$ cat config.mk
export PLATFORM = sky130hd
export DESIGN_NAME = spi_flash_chunk_reader
export DESIGN_NICKNAME = d
export VERILOG_FILES = /design/src/rtl/spi_rd_pkg.sv /design/src/rtl/spi_rd_tick.sv /design/src/rtl/spi_rd_shifter.sv /design/src/rtl/spi_flash_chunk_reader.sv
export SDC_FILE = /design/constraint.sdc
export NUM_CORES = 1
export LEC_CHECK = 0
export BUFFER_PORTS_ARGS = -buffer_cell sky130_fd_sc_hd__buf_2
export CAP_MARGIN = 20
export CORE_MARGIN = 5
export CORE_UTILIZATION = 25
export CTS_CLUSTER_SIZE = 10
export DETAILED_ROUTE_END_ITERATION = 7
export SKIP_LAST_GASP = 1
export SYNTH_ARGS = -nofsm -noshare
export SYNTH_HDL_FRONTEND = slang
export SYNTH_SLANG_ARGS = --single-unit
$ cat constraint.sdc
create_clock -name clk_i -period 8.52 [get_ports clk_i]
set_clock_uncertainty 0.05 [all_clocks]
set_input_delay 0.426 -clock clk_i [delete_from_list [all_inputs] [get_ports clk_i]]
set_output_delay 0.426 -clock clk_i [all_outputs]
set_load 0.01 [all_outputs]
$ cat src/rtl/spi_rd_pkg.sv
package spi_rd_pkg;
  localparam int unsigned HDR_BYTES = 4;
  localparam int unsigned FADDR_W   = 24;
  localparam logic [7:0]  CMD_READ  = 8'h03;

  typedef enum logic [1:0] {
    ST_IDLE,
    ST_XFER,
    ST_GAP,
    ST_FIN
  } seq_state_e;
endpackage

$ cat src/rtl/spi_rd_tick.sv
module spi_rd_tick #(
  parameter int unsigned HALF = 2
) (
  input  logic clk_i,
  input  logic rst_ni,
  input  logic en_i,
  output logic tick_o
);
  generate
    if (HALF <= 1) begin : g_direct
      logic unused_w;
      assign unused_w = clk_i ^ rst_ni;
      assign tick_o   = en_i;
    end else begin : g_count
      localparam int unsigned CW = $clog2(HALF);
      logic [CW-1:0] cnt_q;
      always_ff @(posedge clk_i or negedge rst_ni) begin
        if (!rst_ni)                              cnt_q <= '0;
        else if (!en_i || cnt_q == CW'(HALF - 1)) cnt_q <= '0;
        else                                      cnt_q <= cnt_q + 1'b1;
      end
      assign tick_o = en_i && (cnt_q == CW'(HALF - 1));
    end
  endgenerate
endmodule

$ cat src/rtl/spi_rd_shifter.sv
module spi_rd_shifter #(
  parameter int unsigned HALF = 2
) (
  input  logic       clk_i,
  input  logic       rst_ni,
  input  logic       go_i,
  input  logic [7:0] tx_i,
  input  logic       miso_i,
  output logic       sck_o,
  output logic       mosi_o,
  output logic       done_o,
  output logic [7:0] rx_o
);
  logic       busy_q, sck_q, done_q, tick;
  logic [7:0] tx_q, rx_q;
  logic [2:0] bit_q;

  spi_rd_tick #(.HALF(HALF)) u_tick (
    .clk_i  (clk_i),
    .rst_ni (rst_ni),
    .en_i   (busy_q),
    .tick_o (tick)
  );

  always_ff @(posedge clk_i or negedge rst_ni) begin
    if (!rst_ni) begin
      busy_q <= 1'b0;
      sck_q  <= 1'b0;
      done_q <= 1'b0;
      tx_q   <= '0;
      rx_q   <= '0;
      bit_q  <= '0;
    end else begin
      done_q <= 1'b0;
      if (!busy_q) begin
        if (go_i) begin
          busy_q <= 1'b1;
          tx_q   <= tx_i;
          bit_q  <= '0;
          sck_q  <= 1'b0;
        end
      end else if (tick) begin
        if (!sck_q) begin
          sck_q <= 1'b1;
          rx_q  <= {rx_q[6:0], miso_i};
        end else begin
          sck_q <= 1'b0;
          if (bit_q == 3'd7) begin
            busy_q <= 1'b0;
            done_q <= 1'b1;
          end else begin
            bit_q <= bit_q + 3'd1;
            tx_q  <= {tx_q[6:0], 1'b0};
          end
        end
      end
    end
  end

  assign sck_o  = sck_q;
  assign mosi_o = tx_q[7];
  assign done_o = done_q;
  assign rx_o   = rx_q;

  p_sck_low_idle_r6: assert property (@(posedge clk_i) disable iff (!rst_ni)
    !busy_q |-> !sck_q);
  p_sck_steady_r6: assert property (@(posedge clk_i) disable iff (!rst_ni)
    (busy_q && !tick) |=> $stable(sck_q));
  p_go_when_idle_r1: assert property (@(posedge clk_i) disable iff (!rst_ni)
    go_i |-> !busy_q);
endmodule

$ cat src/rtl/spi_flash_chunk_reader.sv
module spi_flash_chunk_reader
  import spi_rd_pkg::*;
#(
  parameter int unsigned LEN_W     = 16,
  parameter int unsigned DST_W     = 32,
  parameter int unsigned CHUNK_MAX = 60,
  parameter int unsigned CLK_DIV   = 4,
  parameter int unsigned GAP_CYC   = 24
) (
  input  logic               clk_i,
  input  logic               rst_ni,
  input  logic               start_i,
  input  logic [23:0]        flash_addr_i,
  input  logic [DST_W-1:0]   dst_addr_i,
  input  logic [LEN_W-1:0]   len_i,
  output logic               busy_o,
  output logic               done_o,
  output logic               wr_en_o,
  output logic [DST_W-1:0]   wr_addr_o,
  output logic [7:0]         wr_data_o,
  output logic               sck_o,
  output logic               mosi_o,
  input  logic               miso_i,
  output logic               cs_no
);
  localparam int unsigned HALF  = CLK_DIV / 2;
  localparam int unsigned CH_W  = $clog2(CHUNK_MAX + 1);
  localparam int unsigned BURST = CHUNK_MAX + HDR_BYTES;
  localparam int unsigned IDX_W = $clog2(BURST);
  localparam int unsigned GW    = $clog2(GAP_CYC) + 1;

  function automatic logic [CH_W-1:0] clip(input logic [LEN_W-1:0] r);
    if (r > LEN_W'(CHUNK_MAX)) return CH_W'(CHUNK_MAX);
    return CH_W'(r);
  endfunction

  seq_state_e         state_q;
  logic [23:0]        flash_q;
  logic [DST_W-1:0]   dst_q, wr_addr_q;
  logic [LEN_W-1:0]   remain_q;
  logic [CH_W-1:0]    chunk_q;
  logic [IDX_W-1:0]   byte_q, last_idx;
  logic [GW-1:0]      gap_q;
  logic               cs_q, sh_go, done_q, wr_en_q;
  logic [7:0]         tx_byte, sh_rx, wr_data_q;
  logic               sh_done;

  assign last_idx = IDX_W'(HDR_BYTES - 1) + IDX_W'(chunk_q);

  always_comb begin
    tx_byte = 8'h00;
    if (byte_q == IDX_W'(0))      tx_byte = CMD_READ;
    else if (byte_q == IDX_W'(1)) tx_byte = flash_q[23:16];
    else if (byte_q == IDX_W'(2)) tx_byte = flash_q[15:8];
    else if (byte_q == IDX_W'(3)) tx_byte = flash_q[7:0];
  end

  spi_rd_shifter #(.HALF(HALF)) u_shift (
    .clk_i  (clk_i),
    .rst_ni (rst_ni),
    .go_i   (sh_go),
    .tx_i   (tx_byte),
    .miso_i (miso_i),
    .sck_o  (sck_o),
    .mosi_o (mosi_o),
    .done_o (sh_done),
    .rx_o   (sh_rx)
  );

  always_ff @(posedge clk_i or negedge rst_ni) begin
    if (!rst_ni) begin
      state_q   <= ST_IDLE;
      flash_q   <= '0;
      dst_q     <= '0;
      remain_q  <= '0;
      chunk_q   <= '0;
      byte_q    <= '0;
      gap_q     <= '0;
      cs_q      <= 1'b1;
      sh_go     <= 1'b0;
      done_q    <= 1'b0;
      wr_en_q   <= 1'b0;
      wr_addr_q <= '0;
      wr_data_q <= '0;
    end else begin
      sh_go   <= 1'b0;
      done_q  <= 1'b0;
      wr_en_q <= 1'b0;
      case (state_q)
        ST_IDLE: begin
          if (start_i) begin
            if (len_i == '0) begin
              done_q <= 1'b1;
            end else begin
              flash_q  <= flash_addr_i;
              dst_q    <= dst_addr_i;
              remain_q <= len_i;
              chunk_q  <= clip(len_i);
              byte_q   <= '0;
              cs_q     <= 1'b0;
              sh_go    <= 1'b1;
              state_q  <= ST_XFER;
            end
          end
        end
        ST_XFER: begin
          if (sh_done) begin
            if (byte_q >= IDX_W'(HDR_BYTES)) begin
              wr_en_q   <= 1'b1;
              wr_addr_q <= dst_q + DST_W'(byte_q - IDX_W'(HDR_BYTES));
              wr_data_q <= sh_rx;
            end
            if (byte_q == last_idx) begin
              cs_q     <= 1'b1;
              flash_q  <= flash_q + 24'(chunk_q);
              dst_q    <= dst_q + DST_W'(chunk_q);
              remain_q <= remain_q - LEN_W'(chunk_q);
              gap_q    <= '0;
              state_q  <= (remain_q == LEN_W'(chunk_q)) ? ST_FIN : ST_GAP;
            end else begin
              byte_q <= byte_q + 1'b1;
              sh_go  <= 1'b1;
            end
          end
        end
        ST_GAP: begin
          if (gap_q == GW'(GAP_CYC - 1)) begin
            chunk_q <= clip(remain_q);
            byte_q  <= '0;
            cs_q    <= 1'b0;
            sh_go   <= 1'b1;
            state_q <= ST_XFER;
          end else begin
            gap_q <= gap_q + 1'b1;
          end
        end
        ST_FIN: begin
          done_q  <= 1'b1;
          state_q <= ST_IDLE;
        end
        default: state_q <= ST_IDLE;
      endcase
    end
  end

  assign busy_o    = (state_q != ST_IDLE);
  assign done_o    = done_q;
  assign wr_en_o   = wr_en_q;
  assign wr_addr_o = wr_addr_q;
  assign wr_data_o = wr_data_q;
  assign cs_no     = cs_q;

  p_cs_idle_r11: assert property (@(posedge clk_i) disable iff (!rst_ni)
    (state_q == ST_IDLE) |-> (cs_q && !sck_o));
  p_sck_low_deselect_r1: assert property (@(posedge clk_i) disable iff (!rst_ni)
    cs_q |-> !sck_o);
  p_wr_in_busy_r8: assert property (@(posedge clk_i) disable iff (!rst_ni)
    wr_en_q |-> busy_o);
  p_done_pulse_r8: assert property (@(posedge clk_i) disable iff (!rst_ni)
    done_q |=> !done_q);
  p_chunk_cap_r2: assert property (@(posedge clk_i) disable iff (!rst_ni)
    (state_q == ST_XFER) |-> (chunk_q != '0 && chunk_q <= CH_W'(CHUNK_MAX)));
  p_gap_deselect_r5: assert property (@(posedge clk_i) disable iff (!rst_ni)
    (state_q == ST_GAP) |-> cs_q);
  p_remain_drop_r4: assert property (@(posedge clk_i) disable iff (!rst_ni)
    (state_q == ST_XFER && sh_done && byte_q == last_idx)
      |=> (remain_q == $past(remain_q) - LEN_W'($past(chunk_q))));
endmodule

==> flow_summary.toml <==
[outcome]
status = "finished, violations left"
violations = "hold timing"

[logic_synthesis]
ys_ff_latch = 159
syn_inst = 1333
synth-compound-area-share = 0.237
synth_top_family_by_area = "compound AO/OA/AOI/OAI gates"
synthArstFlopShare = 1.00
yosys-top-cells-count = "201 x nand2_1, 158 x dfrtp_1, 109 x o21ai_0"
synth_cell_types = 89
synthFlopType = "dfrtp_1"
yosysWarnings = 0
yosysMostFrequentCell = "nand2_1"
syn_avg_cell_area_um2 = 8.16
synth.area.mux_share = 0.0213
synth_fp_nets = 1453
synth_fa_ha_area_frac = 0.0543
synth_top_area_frac = 0.363
synth_top_area_cell = "dfrtp_1"
synth_simple_gate_area_frac = 0.236
synth.area.top_cells = "dfrtp_1 36%, nand2_1 6.9%, o21ai_0 5.0%"
synth_edf_count = 0
synth_area_um2 = 10900
yosys.area_share.xor_xnor = 0.0370
ys_seq_area_frac = 0.366

[clock_network]
clock_path_buffers = 2
htreeDepth = 4
clk_latency_ns = 0.45
tritoncts = "yes"
numCtsBuffers = 17
cts-resized-gates = 0
clkSinkCount = 159
clkTransAtPathRegs_ns = 0.07
post_cts.repair.setup_buffers = 0
clockRootBuffer = "clkbuf_16"
ctsHoldBuffers = 0

[floorplan]
start_util = 0.253
die_height_um = 219
num_rows = 76
dieArea_um2 = 47800
fp.coreArea_um2 = 43100
io_pins = 122
die_x_um = 219

[worst_setup_path]
crit_chain = "inv_1 > ha_4 > buf_4 > nand2_1 > a31o_2 > buf_4 > a21oi_1 > o211ai_1 > a31oi_1 > o21ai_0 > o31ai_1"
endpoint_kind = "flip-flop"
cpPeakStageDelay_ns = 0.68
critPathMaxFanout = 67
worstSetupStartpointType = "flip-flop"
critical_path_arrival_ns = 4.09
crit_type = "reg2reg"
crit_top_cell = "buf_4"
crit_slowest_cell = "ha_4"
reg2reg_slack_ns = 4.73
crit_required_ns = 8.82

[power]
p_sw_frac = 0.249
intPower_uw = 1190
vdd_drop_max_uv = 113
power_density_nw_per_um2 = 126
p_sw_uw = 394
pwr-share-seq = 0.481
clkPwrFrac = 0.486
p_leak_uw = 0.00510
combPwrFrac = 0.033

[place]
place_hpwl_um = 27700
port_buffers = 121
place.gp.congestion = 0.928
dp_slack_ns = 4.80

[finish]
finalNetCount = 1513
synthToLayoutAreaGrowth_pct = 15.4
antenna_cells = 0
drive_gt1_frac = 0.144

[sta]
hold_viol = 17
clock.fmax_mhz = 264
relSlewSlack = 0.337
setup_violations = 0
fin_crit_sh = 0.445
holdWs_ns = -0.0209
final.setup.worst_slack_ns = 4.73
rsz0062_at_grt = "false"
min_period_ns = 3.79
report.final.slew_viol_count = 0
worst_pin_slew_ns = 0.995
setup-tns-final_ns = 0

[worst_hold_path]
hp-class = "in2async"

[global_route]
first_global_vias = 9919
antenna_found_initial = 0
grt_start_max_net_pins = 83
track_usage = 0.154
grt_pass1_wl_um = 58000
overflow = 0

[drt]
avgRoutedWirePerCell_um = 18.8
detail_route.wirelength_um = 37400
drcViolationCount = 0
drtAntennaViolNets = 0
vias_per_cell = 5.31
first_iter_violations = 1039
firstDrtPassIters = 5
num_vias = 10600

[run]
maxCapViolCount = 0
==> path summary, 6_finish.rpt <==
kind	startpoint	end	cells after the start
max	state_q[1]	wr_addr_o[27]	11
max reg2reg	state_q[1]	wr_addr_o[27]	11
min	rst_ni	remain_q[9]	1
max in group asynchronous	rst_ni	dst_q[8]	3
min in group clk_i	miso_i	u_shift.rx_o[0]	2
min reg2reg	wr_data_o[5]	wr_data_o[5]	2
==> area by class of cell <==
class | instances | area [µm²]
Fill cell | 4635 | 30500
Sequential cell | 159 | 3980
Clock buffer | 17 | 425
Inverter | 39 | 146
Timing Repair Buffer | 134 | 729
Clock inverter | 15 | 148
Multi-Input combinational cell | 1042 | 6390
Tap cell | 585 | 732
==> layer usage <==
metal / part of all wire / track usage
met4: 0.015 / 0.0347
met5: 0 / 0
met1: 0.45 / 0.211
met3: 0.073 / 0.0345
met2: 0.47 / 0.249
==> worst max-delay path: cells and delay by family (launching register included) <==
| kind | cells | cell delay [ns] |
|---|---|---|
| compound gates | 6 | 1.14 |
| fa+ha+maj | 1 | 0.68 |
| buf+inv | 3 | 1.11 |
| flops | 1 | 0.42 |
| simple gates | 1 | 0.22 |
==> power groups by stage <==
| stage | clock (µW) | sequential [µW] | combinational (µW) |
|---|---|---|---|
| detailed placement | 0 | 775 | 53.4 |
| finish | 768 | 761 | 52.6 |
| global placement | 0 | 775 | 53.0 |
| global route | 829 | 761 | 59.3 |
| CTS | 791 | 760 | 53.5 |
| floorplan | 0 | 776 | 4.56 |
==> sequential cells by signal (all words and copies together) (netlist names), 6 cells and up <==
name / flops
dst_q: 32
chunk_q: 6
gap_q: 6
flash_q: 24
wr_data_o: 8
wr_addr_o: 32
remain_q: 16
u_shift.rx_o: 8
u_shift.tx_q: 8
byte_q: 6
==> cell usage in the layout (no fill, tap or decap), types with 6 or more instances in the layout <==
cell | synthesis | final
inv_1 | 38 | 38
buf_4 | 1 | 12
nor4_1 | 23 | 23
ha_1 | 40 | 39
a2bb2oi_1 | 6 | 6
or3_1 | 12 | 12
o22a_1 | 7 | 7
a21oi_1 | 87 | 87
xor2_1 | 21 | 21
o31ai_1 | 12 | 12
mux2_2 | 9 | 9
o21ai_0 | 109 | 109
a22oi_1 | 14 | 14
o21a_1 | 12 | 12
mux2i_1 | 13 | 13
nor2_1 | 97 | 97
o32a_1 | 6 | 6
nand4_1 | 24 | 24
o2111ai_1 | 6 | 6
nand2b_1 | 6 | 6
buf_2 | 19 | 120
o311ai_0 | 6 | 6
a31oi_1 | 17 | 17
nand3_1 | 42 | 42
nor3_1 | 51 | 51
and3_1 | 12 | 12
a21o_1 | 7 | 7
o21ai_1 | 7 | 6
nor2b_1 | 14 | 14
and2_1 | 6 | 6
and4_1 | 10 | 10
o211ai_1 | 7 | 7
dfrtp_1 | 158 | 158
nand2_1 | 201 | 201
clkbuf_16 | 0 | 17
xnor2_1 | 25 | 25
o22ai_1 | 33 | 33
==> through the flow <==
stage | cell area (µm²) | std cells | hold WS, ns | power, µW | utilization
floorplan | 10900 | 1333 | 0.0804 | 780 | -
global placement | 12000 | 1958 | 0.408 | 828 | 0.277
detailed placement | 12000 | 1958 | 0.409 | 829 | 0.277
CTS | 12500 | 1990 | 0.0189 | 1610 | 0.291
global route | 12600 | 1991 | 0.0516 | 1650 | 0.291
finish | 12600 | 1991 | -0.0209 | 1580 | 0.291
==> kinds of logic (layout without fill, tap and decap cells) <==
group,Yosys count,in the layout
AO/OA/AOI/OAI,398,398
XOR/XNOR,46,46
adder cells (fa/ha/maj),45,45
buffers and inverters,132,205
flip-flops,159,159
multiplexers,22,22
AND/OR/NAND/NOR,531,531
Note: power is estimated with default switching activity, not from simulation.
